===== src/rtl/wdt_pkg.sv =====
package wdt_pkg;

  typedef struct packed {
    logic clear;
    logic advance;
  } wdtStrobe_t;

  // Period code to exponent, non-uniform power-of-two steps
  function automatic logic [4:0] selExp(input logic [2:0] code);
    case (code)
      3'd0:    selExp = 5'd6;
      3'd1:    selExp = 5'd7;
      3'd2:    selExp = 5'd8;
      3'd3:    selExp = 5'd9;
      3'd4:    selExp = 5'd11;
      3'd5:    selExp = 5'd13;
      3'd6:    selExp = 5'd14;
      default: selExp = 5'd16;
    endcase
  endfunction

endpackage


===== src/rtl/wdt_datapath.sv =====
module wdt_datapath
  import wdt_pkg::*;
#(
  parameter int CNT_W = 16
) (
  input  logic       clk,
  input  logic       rstN,
  input  logic [2:0] periodSel,
  input  wdtStrobe_t strobe,
  output logic       atWarnNext,
  output logic       atLimitNext
);

  localparam int EXT_W = CNT_W + 1;

  logic [2:0]       selReg;
  logic [CNT_W-1:0] count;
  logic [CNT_W-1:0] nextCount;
  logic [4:0]       expo;
  logic [EXT_W-1:0] limitExt;
  logic [EXT_W-1:0] warnExt;

  always_ff @(posedge clk) begin
    if (!rstN) selReg <= periodSel;
  end

  always_ff @(posedge clk) begin
    if (!rstN)             count <= '0;
    else if (strobe.clear) count <= '0;
    else if (strobe.advance) count <= nextCount;
  end

  always_comb begin
    nextCount   = count + 1'b1;
    expo        = selExp(selReg);
    limitExt    = (EXT_W'(1) << expo) - EXT_W'(1);
    warnExt     = EXT_W'(3) << (expo - 5'd2);
    atWarnNext  = ({1'b0, nextCount} == warnExt);
    atLimitNext = ({1'b0, nextCount} == limitExt);
  end


  count_range_chk: assert property (@(posedge clk) disable iff (!rstN)
    {1'b0, count} < limitExt);


  clear_zero_chk: assert property (@(posedge clk) disable iff (!rstN)
    strobe.clear |=> (count == '0));


  hold_count_chk: assert property (@(posedge clk) disable iff (!rstN)
    (!strobe.clear && !strobe.advance) |=> $stable(count));


  sel_hold_chk: assert property (@(posedge clk) disable iff (!rstN)
    1'b1 |=> $stable(selReg));

endmodule


===== src/rtl/wdt_control.sv =====
module wdt_control
  import wdt_pkg::*;
#(
  parameter logic [7:0] KEY = 8'hAC
) (
  input  logic       clk,
  input  logic       rstN,
  input  logic       tick,
  input  logic       wrEn,
  input  logic [7:0] wrData,
  input  logic       irqMask,
  input  logic       atWarnNext,
  input  logic       atLimitNext,
  output wdtStrobe_t strobe,
  output logic       irq,
  output logic       resetReq
);

  logic keyOk;
  logic badWr;
  logic stepOk;
  logic overflowNow;

  always_comb begin
    keyOk          = wrEn && (wrData == KEY);
    badWr          = wrEn && !keyOk;
    stepOk         = tick && !wrEn;
    overflowNow    = stepOk && atLimitNext;
    strobe.clear   = wrEn || overflowNow;
    strobe.advance = stepOk && !overflowNow;
  end

  always_ff @(posedge clk) begin
    if (!rstN) begin
      irq      <= 1'b0;
      resetReq <= 1'b0;
    end else begin
      irq      <= stepOk && atWarnNext && !irqMask;
      resetReq <= badWr || overflowNow;
    end
  end


  bad_write_chk: assert property (@(posedge clk) disable iff (!rstN)
    (wrEn && wrData != KEY) |=> resetReq);


  key_quiet_chk: assert property (@(posedge clk) disable iff (!rstN)
    (wrEn && wrData == KEY) |=> !resetReq);


  mask_irq_chk: assert property (@(posedge clk) disable iff (!rstN)
    irqMask |=> !irq);


  irq_pulse_chk: assert property (@(posedge clk) disable iff (!rstN)
    irq |=> !irq);


  idle_quiet_chk: assert property (@(posedge clk) disable iff (!rstN)
    (!tick && !wrEn) |=> (!irq && !resetReq));

endmodule


===== src/rtl/early_warn_watchdog.sv =====
module early_warn_watchdog
  import wdt_pkg::*;
#(
  parameter int         CNT_W = 16,
  parameter logic [7:0] KEY   = 8'hAC
) (
  input  logic       clk,
  input  logic       rstN,
  input  logic       tick,
  input  logic [2:0] periodSel,
  input  logic       wrEn,
  input  logic [7:0] wrData,
  input  logic       irqMask,
  output logic       irq,
  output logic       resetReq
);

  wdtStrobe_t strobe;
  logic       atWarnNext;
  logic       atLimitNext;

  wdt_datapath #(.CNT_W(CNT_W)) u_dp (
    .clk         (clk),
    .rstN        (rstN),
    .periodSel   (periodSel),
    .strobe      (strobe),
    .atWarnNext  (atWarnNext),
    .atLimitNext (atLimitNext)
  );

  wdt_control #(.KEY(KEY)) u_ctl (
    .clk         (clk),
    .rstN        (rstN),
    .tick        (tick),
    .wrEn        (wrEn),
    .wrData      (wrData),
    .irqMask     (irqMask),
    .atWarnNext  (atWarnNext),
    .atLimitNext (atLimitNext),
    .strobe      (strobe),
    .irq         (irq),
    .resetReq    (resetReq)
  );


  rst_quiet_chk: assert property (@(posedge clk)
    !rstN |=> (!irq && !resetReq));

endmodule


===== config.mk =====
export PLATFORM = sky130hd
export DESIGN_NAME = early_warn_watchdog
export DESIGN_NICKNAME = d
export VERILOG_FILES = /design/src/rtl/wdt_pkg.sv /design/src/rtl/wdt_datapath.sv /design/src/rtl/wdt_control.sv /design/src/rtl/early_warn_watchdog.sv
export SDC_FILE = /design/constraint.sdc
export NUM_CORES = 1
export LEC_CHECK = 0
export BUFFER_PORTS_ARGS = -buffer_cell sky130_fd_sc_hd__buf_2
export CAP_MARGIN = 20
export CORE_ASPECT_RATIO = 1.25
export CORE_MARGIN = 4
export CORE_UTILIZATION = 62
export CTS_BUF_LIST = sky130_fd_sc_hd__clkbuf_2 sky130_fd_sc_hd__clkbuf_4 sky130_fd_sc_hd__clkbuf_8
export DETAILED_ROUTE_END_ITERATION = 12
export GPL_TIMING_DRIVEN = 0
export PLACE_DENSITY = 0.8
export SLEW_MARGIN = 20
export SYNTH_ARGS = -nofsm -noshare
export SYNTH_HDL_FRONTEND = slang
export SYNTH_HIERARCHICAL = 1
export SYNTH_SLANG_ARGS = --single-unit

===== constraint.sdc =====
create_clock -name clk -period 4.65 [get_ports clk]
set_clock_uncertainty 0.15 [all_clocks]
set_input_delay 1.1625 -clock clk [delete_from_list [all_inputs] [get_ports clk]]
set_output_delay 1.1625 -clock clk [all_outputs]
set_load 0.1 [all_outputs]

**After elaboration in Yosys (flattened, before gate mapping)**

Index checks and enable logic that the tools add are counted.

- Add/sub/neg operators: 3
- Eq/ne operators: 9
- Shift-type cells: 2
- Multiplexer cells: 1
- Bitwise gates (word level): 1
- Reduce and logical (&&, ||, !) cells: 15

Operators with widths:

| cell | count |
|---|---|
| 5-bit case mux with 7 select lines | 1 |
| 16-bit by 17-bit equality test with 1-bit output | 2 |
| 1-bit by 5-bit << shifter with 17-bit output, first input constant | 1 |
| 2-bit by 5-bit << shifter with 17-bit output, first input constant | 1 |
| 17-bit by 2-bit subtractor with 17-bit output, second input constant | 1 |
| 16-bit by 1-bit adder with 16-bit output, second input constant | 1 |
| 3-bit equality test, second input constant | 3 |
| 8-bit equality test, second input constant | 1 |
| 1-bit logical AND | 7 |
| 3-bit by 2-bit equality test with 1-bit output, second input constant | 2 |
| 5-bit by 2-bit subtractor with 5-bit output, second input constant | 1 |
| 1-bit logical NOT | 4 |
| 3-bit by 1-bit equality test with 1-bit output, second input constant | 1 |
| 3-bit logical NOT | 1 |
| 1-bit logical OR | 2 |
| 2-bit OR reduction | 1 |
| 1-bit NOT | 1 |

- Register bits after elaboration: 21
- Input bits: 16

**Longest topological paths before layout**

Gate-level depths: netlist (run 1).

- Depth after elaboration: 8
- Mapped depth: 20

**Hierarchy**

The synthesis (run 1) kept the hierarchy.

Modules (own cells, without submodules):

| module | instances | cells each | area an instance (um^2) | seq. area each (um^2) |
|---|---|---|---|---|
| wdt_datapath | 1 | 267 | 2100.8 | 410.4 |
| wdt_control | 1 | 12 | 96.3 | 40.0 |

**Least setup slack after synthesis (run 1)**

No wires, ideal clock.

- Path type: register to register
- From: reg u_dp.selReg[2]
- To: reg u_dp.count[0]
- Data arrival time: 3.725 ns
- Required time: 4.372 ns
- Slack: 0.647 ns
- Stages on the path, launching flop included: 19
- Path buffers: 4
- Path through: edfxtp_1 -> clkbuf_1 -> inv_1 -> nand2_1 -> and2_1 -> inv_1 -> ha_1 -> clkbuf_1 -> nor2_1 -> nand2_1 -> a32o_1 -> or3_1 -> a2111o_1 -> a211oi_2 -> a21o_1 -> nand2b_1 -> clkbuf_1 -> clkbuf_1 -> nor2_1

RTL lines:

| item | line | RTL |
|---|---|---|
| from (decl) | wdt_datapath.sv:16 | `logic [2:0] selReg;` |
| from (signal assigned) | wdt_datapath.sv:24 | `if (!rstN) selReg <= periodSel;` |
| to (signal assigned) | wdt_datapath.sv:30 | `else if (strobe.advance) count <= nextCount;` |
| to (decl) | wdt_datapath.sv:17 | `logic [CNT_W-1:0] count;` |

==> results of run 1 <==
[stage by stage]
step           worst slack [ns]  hold WS (ns)  power, mW  utilization (%)  TNS, ns
6_report                  0.349         0.408      0.490             71.8        0
2_1_floorplan             0.647         0.350      0.326                -        0
5_1_grt                  0.0787         0.472      0.519             71.8        0
3_5_place_dp             -0.107         0.384      0.367             70.4   -0.917
3_3_place_gp            0.00439         0.370      0.363             70.4        0
4_1_cts                  0.0103         0.407      0.492             71.9        0
[tightest hold or removal path, stage by stage, from the launching register on]
cell     delay (ns)
dfxtp_1        0.37
xor2_1         0.09
nor2_1         0.07
[metal layers]
metal / vias up / track usage [%] / routed length, microns
li1: 1030 / - / -
met1: 948 / 29.9 / 2170
met2: 38 / 41.8 / 2530
met3: 17 / 3.47 / 145
met4: 0 / 11.1 / 175
met5: - / 0 / 0
[report_power, final]
| group | internal [mW] | switching (mW) |
|---|---|---|
| registers | 0.187 | 0.00266 |
| logic | 0.0686 | 0.108 |
| clock network | 0.0606 | 0.0633 |
| total | 0.316 | 0.174 |
[synthesized netlist by cell type, drive strengths merged (2+ instances only)]
library cell  count
nand2            25
ha               11
a32o              2
o211ai            4
nand3b            4
or3               5
nor3              4
a21boi            2
nand2b            3
nor4              8
clkbuf           11
nand4             9
dfxtp            18
mux2i             5
or3b              3
o21ai            13
xor2             22
a21oi             4
and3              4
o2111ai           4
nand3            20
a211oi            5
and2              5
buf               8
xnor2            20
inv               8
a31oi             2
edfxtp            3
a21o              2
nor2             31
[state kept, by name (all words and copies together), names as in the netlist]
signal,flops
u_ctl/resetReq,1
u_dp/selReg,3
u_ctl/irq,1
u_dp/count,16
[cell families (layout without fill, tap and decap cells)]
| family | Yosys count | in the layout | synth area share [%] |
|---|---|---|---|
| AO/OA/AOI/OAI | 43 | 43 | 13.7 |
| XOR/XNOR | 44 | 44 | 18.8 |
| adder cells (fa/ha/maj) | 11 | 11 | 6.26 |
| buffers and inverters | 27 | 46 | 5.30 |
| flip-flops | 21 | 21 | 20.5 |
| multiplexers | 6 | 6 | 2.79 |
| AND/OR/NAND/NOR | 127 | 127 | 32.6 |
[final timing paths]
check / depth (start not counted) / to
worst max-delay path: 18 / u_dp/count[7]
worst min-delay path: 2 / u_dp/count[15]
worst max register to register: 18 / u_dp/count[7]
worst min register to register: 2 / u_dp/count[15]
[area by class of cell]
| type | instances | area [sq um] | area share [%] |
|---|---|---|---|
| clock buffer | 3 | 41.3 | 1.74 |
| sequential | 21 | 450 | 19.0 |
| tap | 37 | 46.3 | 1.95 |
| buffer | 17 | 82.6 | 3.48 |
| inverter | 8 | 30.0 | 1.26 |
| multi-input combinational | 231 | 1630 | 68.7 |
| timing repair buffer | 17 | 85.1 | 3.58 |
| clock inverter | 1 | 7.51 | 0.316 |
[what timing repair did]
action / in CTS / in global routing
gates cloned: 0 / 0
setup endpoints to repair: 10 / 12
gates resized for setup: 1 / 4
==> qor.yml, run 1 <==
outcome: "finished clean"
grt_max_degree: 14
remaining_drc_errors: 0
final_cell_mix: "nor2_1, nand2_1, buf_2, xor2_1, xnor2_1"
synth_area_per_cell_sq_um: 7.87
final_area_sq_mm: 0.00238
cp_num_buf_inv: 5
die_w_microns: 61.2
holdBufCountCts: 0
cts-buffers-inserted: 3
slew_viol_final: 0
grt_pass1_wl_microns: 8580
fillers: 283
syn_area_sq_mm: 0.00220
dpl.hpwl_microns: 3950
crit_start: "u_dp/selReg[2]"
cts_buffer_depth: 2
viasPerCell: 6.07
async_flop_share_pct: 0
ir_worst_vdd_mv: 0.165
post_cts_buffers: 0
max_freq_ghz: 0.233
path_cells: "clkbuf_2 > inv_1 > nand2_1 > and2_1 > inv_1 > ha_1 > clkbuf_1 > nor2_1 > nand2_1 > a32o_1 > or3_1 > a2111o_1 > a211oi_2 > nor2_1 > clkbuf_2 > nand2_1 > xor2_1 > nor2_1"
insertion_delay_ns: 0.27
synthFlopType: "dfxtp_1"
vias: 2033
rows: 23
synth_cell_type_count: 52
yosys-top-cells-area: "dfxtp_1, xor2_1, xnor2_1, ha_1, nor2_1"
rrSetupSlack_ns: 0.35
synthCells: 279
area_delta_synth_final_pct: 8.14
grt_pass1_vias: 1927
slew_headroom_pct: 50.3
globalplace.congestion: 0.904
required_ns: 4.66
ys_warn_count: 6
coreArea_sq_mm: 0.00331
fin_crit_sh_pct: 92.5
finalSetupViolations: 0
tightest_slew_ns: 0.742
clock_tree.root_cell: "clkbuf_8"
wl_per_cell_microns: 15.0
grt_usage_pct: 24.5
rsz0062_at_grt: "no"
htreeDepth: 1
r2r_start: "u_dp/selReg[2]"
start_util_pct: 66.4
nNetsFinal: 326
synth_top_cell_by_area: "dfxtp_1"
syn-num-nets: 306
cap_violations: 0
cts_num_sinks: 21
final_common_cell: "nor2_1"
critical_path.max_stage_delay_ns: 0.44
synth_seq_cells: 21
synth_edf_count: 3
ant_nets: 0
placed_cells: 333
firstDrtPassIters: 4
leakagePower_nw: 0.925
period_needed_ns: 4.30
antenna_found_initial: 0
crit_type: "flop to flop"
critPathCaptureType: "flop"
cellPowerDensity_mw_per_mm2: 206
io_buffers: 17
min-delay-start: "u_dp/count[15]"
clkTransAtPathRegs_ns: 0.08
yosysSeqAreaShare_pct: 20.5
fin_cells: 335
fp.dieH_microns: 74.6
path_max_fanout: 10
cts_tree: "yes"
final_layout_size_suffix_gt1_share_pct: 14.4
die_area_sq_mm: 0.00457
hold_path.class: "flop to flop"
cpLargestDelayFamily: "simple AND/OR/NAND/NOR gates"
io_pins: 18
overflow: 0
finalHoldViolations: 0
dpl_cell_area_sq_mm: 0.00233
n_antenna_cell: 0
critPathArrivalTime_ns: 4.31
drt_iter0_drc: 96
drt_wl_total_microns: 5030
crit_slowest_cell: "edfxtp_1"
startpoint_type: "flop"
synth_top_area_share_pct: 16.4
Power figures use the tool's default switching activity.
==> inputs of run 2 (changes only) <==
CORE_MARGIN = 10   (was 4)
==> qor.yml, run 2 (synthesis results as in run 1) <==
start_util_pct: 63.6  # -2.8 points
clock_tree.root_cell: "clkbuf_8"
top_register: "u_dp/count"
cts_tree: "yes"
fin_ws_ns: 0.395  # +0.0454 ns
io_buffers: 17  # unchanged
critPathArrivalTime_ns: 4.26  # -0.05 ns
placed_cells: 335  # +0.60%
final_common_cell: "nor2_1"
coreArea_sq_mm: 0.00345  # +4.3%
ant_nets: 0  # unchanged
dpl.hpwl_microns: 4040  # +2.3%
wl_met1_microns: 2100  # -3.4%
rsz0062_at_grt: "no"
r2r_start: "u_dp/selReg[2]"
slew_headroom_pct: 48.0  # -2.3 points
max_freq_ghz: 0.235  # +1.1%
remaining_drc_errors: 0  # unchanged
largest_reg_flops: 16  # unchanged
place_ws_ns: -0.0835  # +0.0233 ns
crit_type: "flop to flop"
drt_wl_total_microns: 5160  # +2.5%
nNetsFinal: 324  # -0.61%
cap_violations: 0  # unchanged
utilization_pct: 68.5  # -3.3 points
outcome: "finished clean"
post_cts_buffers: 0  # unchanged
startpoint_type: "flop"
drt_iter0_drc: 115  # +20%
io_pins: 18  # unchanged
cts_num_sinks: 21  # unchanged
grt_pass1_vias: 1935  # +0.42%
grt_usage_pct: 16.4  # -8.1 points
rows: 24  # +4.3%
fin_cells: 335  # unchanged
overflow: 0  # unchanged
finalHoldViolations: 0  # unchanged
insertion_delay_ns: 0.26  # about the same
finalSetupViolations: 0  # unchanged
dpl_cell_area_sq_mm: 0.00233  # +0.11%
cts-buffers-inserted: 3  # unchanged
final_area_sq_mm: 0.00236  # -0.47%
globalplace.congestion: 0.888  # -1.7%
grt_pass1_wl_microns: 8710  # +1.4%
cellPowerDensity_mw_per_mm2: 205  # -0.44%
die_area_sq_mm: 0.00634  # +39%
period_needed_ns: 4.26  # -0.0454 ns
tightest_slew_ns: 0.776  # +0.0344 ns
die_w_microns: 73.2  # +20%
wl_per_cell_microns: 15.4  # +2.5%
maxUsedRoutingLayer: "met4"
crit_end: "u_dp/count[8]"
final_layout_size_suffix_gt1_share_pct: 13.9  # -0.58 points
cts_buffer_depth: 2  # unchanged
fp.dieH_microns: 86.6  # +16%
r2r_cells: 18  # unchanged
critPathCaptureType: "flop"
required_ns: 4.65  # about the same
leakagePower_nw: 0.923  # -0.23%
vias: 2039  # +0.30%
slew_viol_final: 0  # unchanged
grt_max_degree: 13  # -1
met2_length_microns: 2760  # +8.9%
ir_worst_vdd_mv: 0.171  # +3.5%
min_path_cells: 2  # unchanged
viasPerCell: 6.09  # +0.30%
firstDrtPassIters: 4  # unchanged
n_antenna_cell: 0  # unchanged
htreeDepth: 1  # unchanged
fin_crit_sh_pct: 91.5  # -0.98 points
worstReg2RegEnd: "u_dp/count[8]"
hold_path.class: "flop to flop"
area_delta_synth_final_pct: 7.63
final_cell_mix: "nor2_1, nand2_1, buf_2, xor2_1, xnor2_1"
fillers: 321  # +13%
clkTransAtPathRegs_ns: 0.08  # about the same
top_regs: "u_dp/count (16), u_dp/selReg (3)"
path_max_fanout: 10  # unchanged
crit_start: "u_dp/selReg[2]"
antenna_found_initial: 0  # unchanged
rrSetupSlack_ns: 0.39  # +0.05 ns
met3_length_microns: 184  # +27%
==> run 2: cell types whose count changed in the layout (fill, tap and decap cells not counted) <==
cell / before / now
buf_1: 0 / 1
clkbuf_1: 6 / 4
nand2b_1: 2 / 3
nand2b_2: 1 / 0
clkinvlp_4: 1 / 0
clkinv_2: 0 / 1
clkbuf_2: 4 / 3
==> run 2: worst min-delay path by stage <==
stage                        start        endpoint  slack [ns]
global placement    u_dp/count[15]  u_dp/count[15]        0.39
floorplan           u_dp/count[15]  u_dp/count[15]        0.35
finish              u_dp/count[15]  u_dp/count[15]        0.42
detailed placement  u_dp/count[15]  u_dp/count[15]        0.40
CTS                 u_dp/count[15]  u_dp/count[15]        0.42
global route        u_dp/count[15]  u_dp/count[15]        0.46
==> run 2: per-stage QoR <==
stage / total power [mW] / hold WS, ns / setup TNS, ns
floorplan: 0.326 / 0.350 / 0
global placement: 0.364 / 0.387 / -0.0738
detailed placement: 0.367 / 0.396 / -0.712
CTS: 0.487 / 0.419 / 0
global route: 0.514 / 0.458 / 0
finish: 0.486 / 0.418 / 0
==> run 2: cell type report <==
type / count / area, sq um / share of cell area, %
multi-input combinational: 231 / 1630 / 68.9
clock buffer: 3 / 41.3 / 1.75
buffer: 15 / 73.8 / 3.12
inverter: 8 / 30.0 / 1.27
timing repair buffer: 17 / 85.1 / 3.60
tap: 39 / 48.8 / 2.06
clock inverter: 1 / 5.00 / 0.212
sequential: 21 / 450 / 19.0
==> run 2: timing repair <==
item / CTS / global route
gates resized for setup: 1 / 2
hold buffers: 0 / 0
endpoints found under the setup margin: 10 / 15
==> run 2: layer usage <==
| layer | up-vias | global-route usage, % |
|---|---|---|
| met5 | - | 0 |
| met4 | 0 | 6.92 |
| met3 | 9 | 2.52 |
| met2 | 48 | 28.8 |
| met1 | 954 | 18.9 |
| li1 | 1028 | - |
==> run 2: power by group <==
part	internal, mW	switching, mW	leakage [nW]
registers	0.187	0.00260	0.175
clock network	0.0597	0.0598	0.0255
logic	0.0687	0.107	0.722
total	0.316	0.170	0.923
==> run 2: critical path, cell delays in order (launching register included) <==
cell and delay [ns]:
edfxtp_1 0.44, clkbuf_2 0.25, inv_1 0.11, nand2_1 0.09, and2_1 0.23, inv_1 0.15
ha_1 0.35, or3_1 0.45, o211ai_1 0.10, nand3_1 0.13, xor2_1 0.16, nand4_1 0.12
a2111o_1 0.37, a211oi_2 0.25, nor2_1 0.14, buf_1 0.25, nand3_1 0.14, xor2_1 0.19
nor2_1 0.06
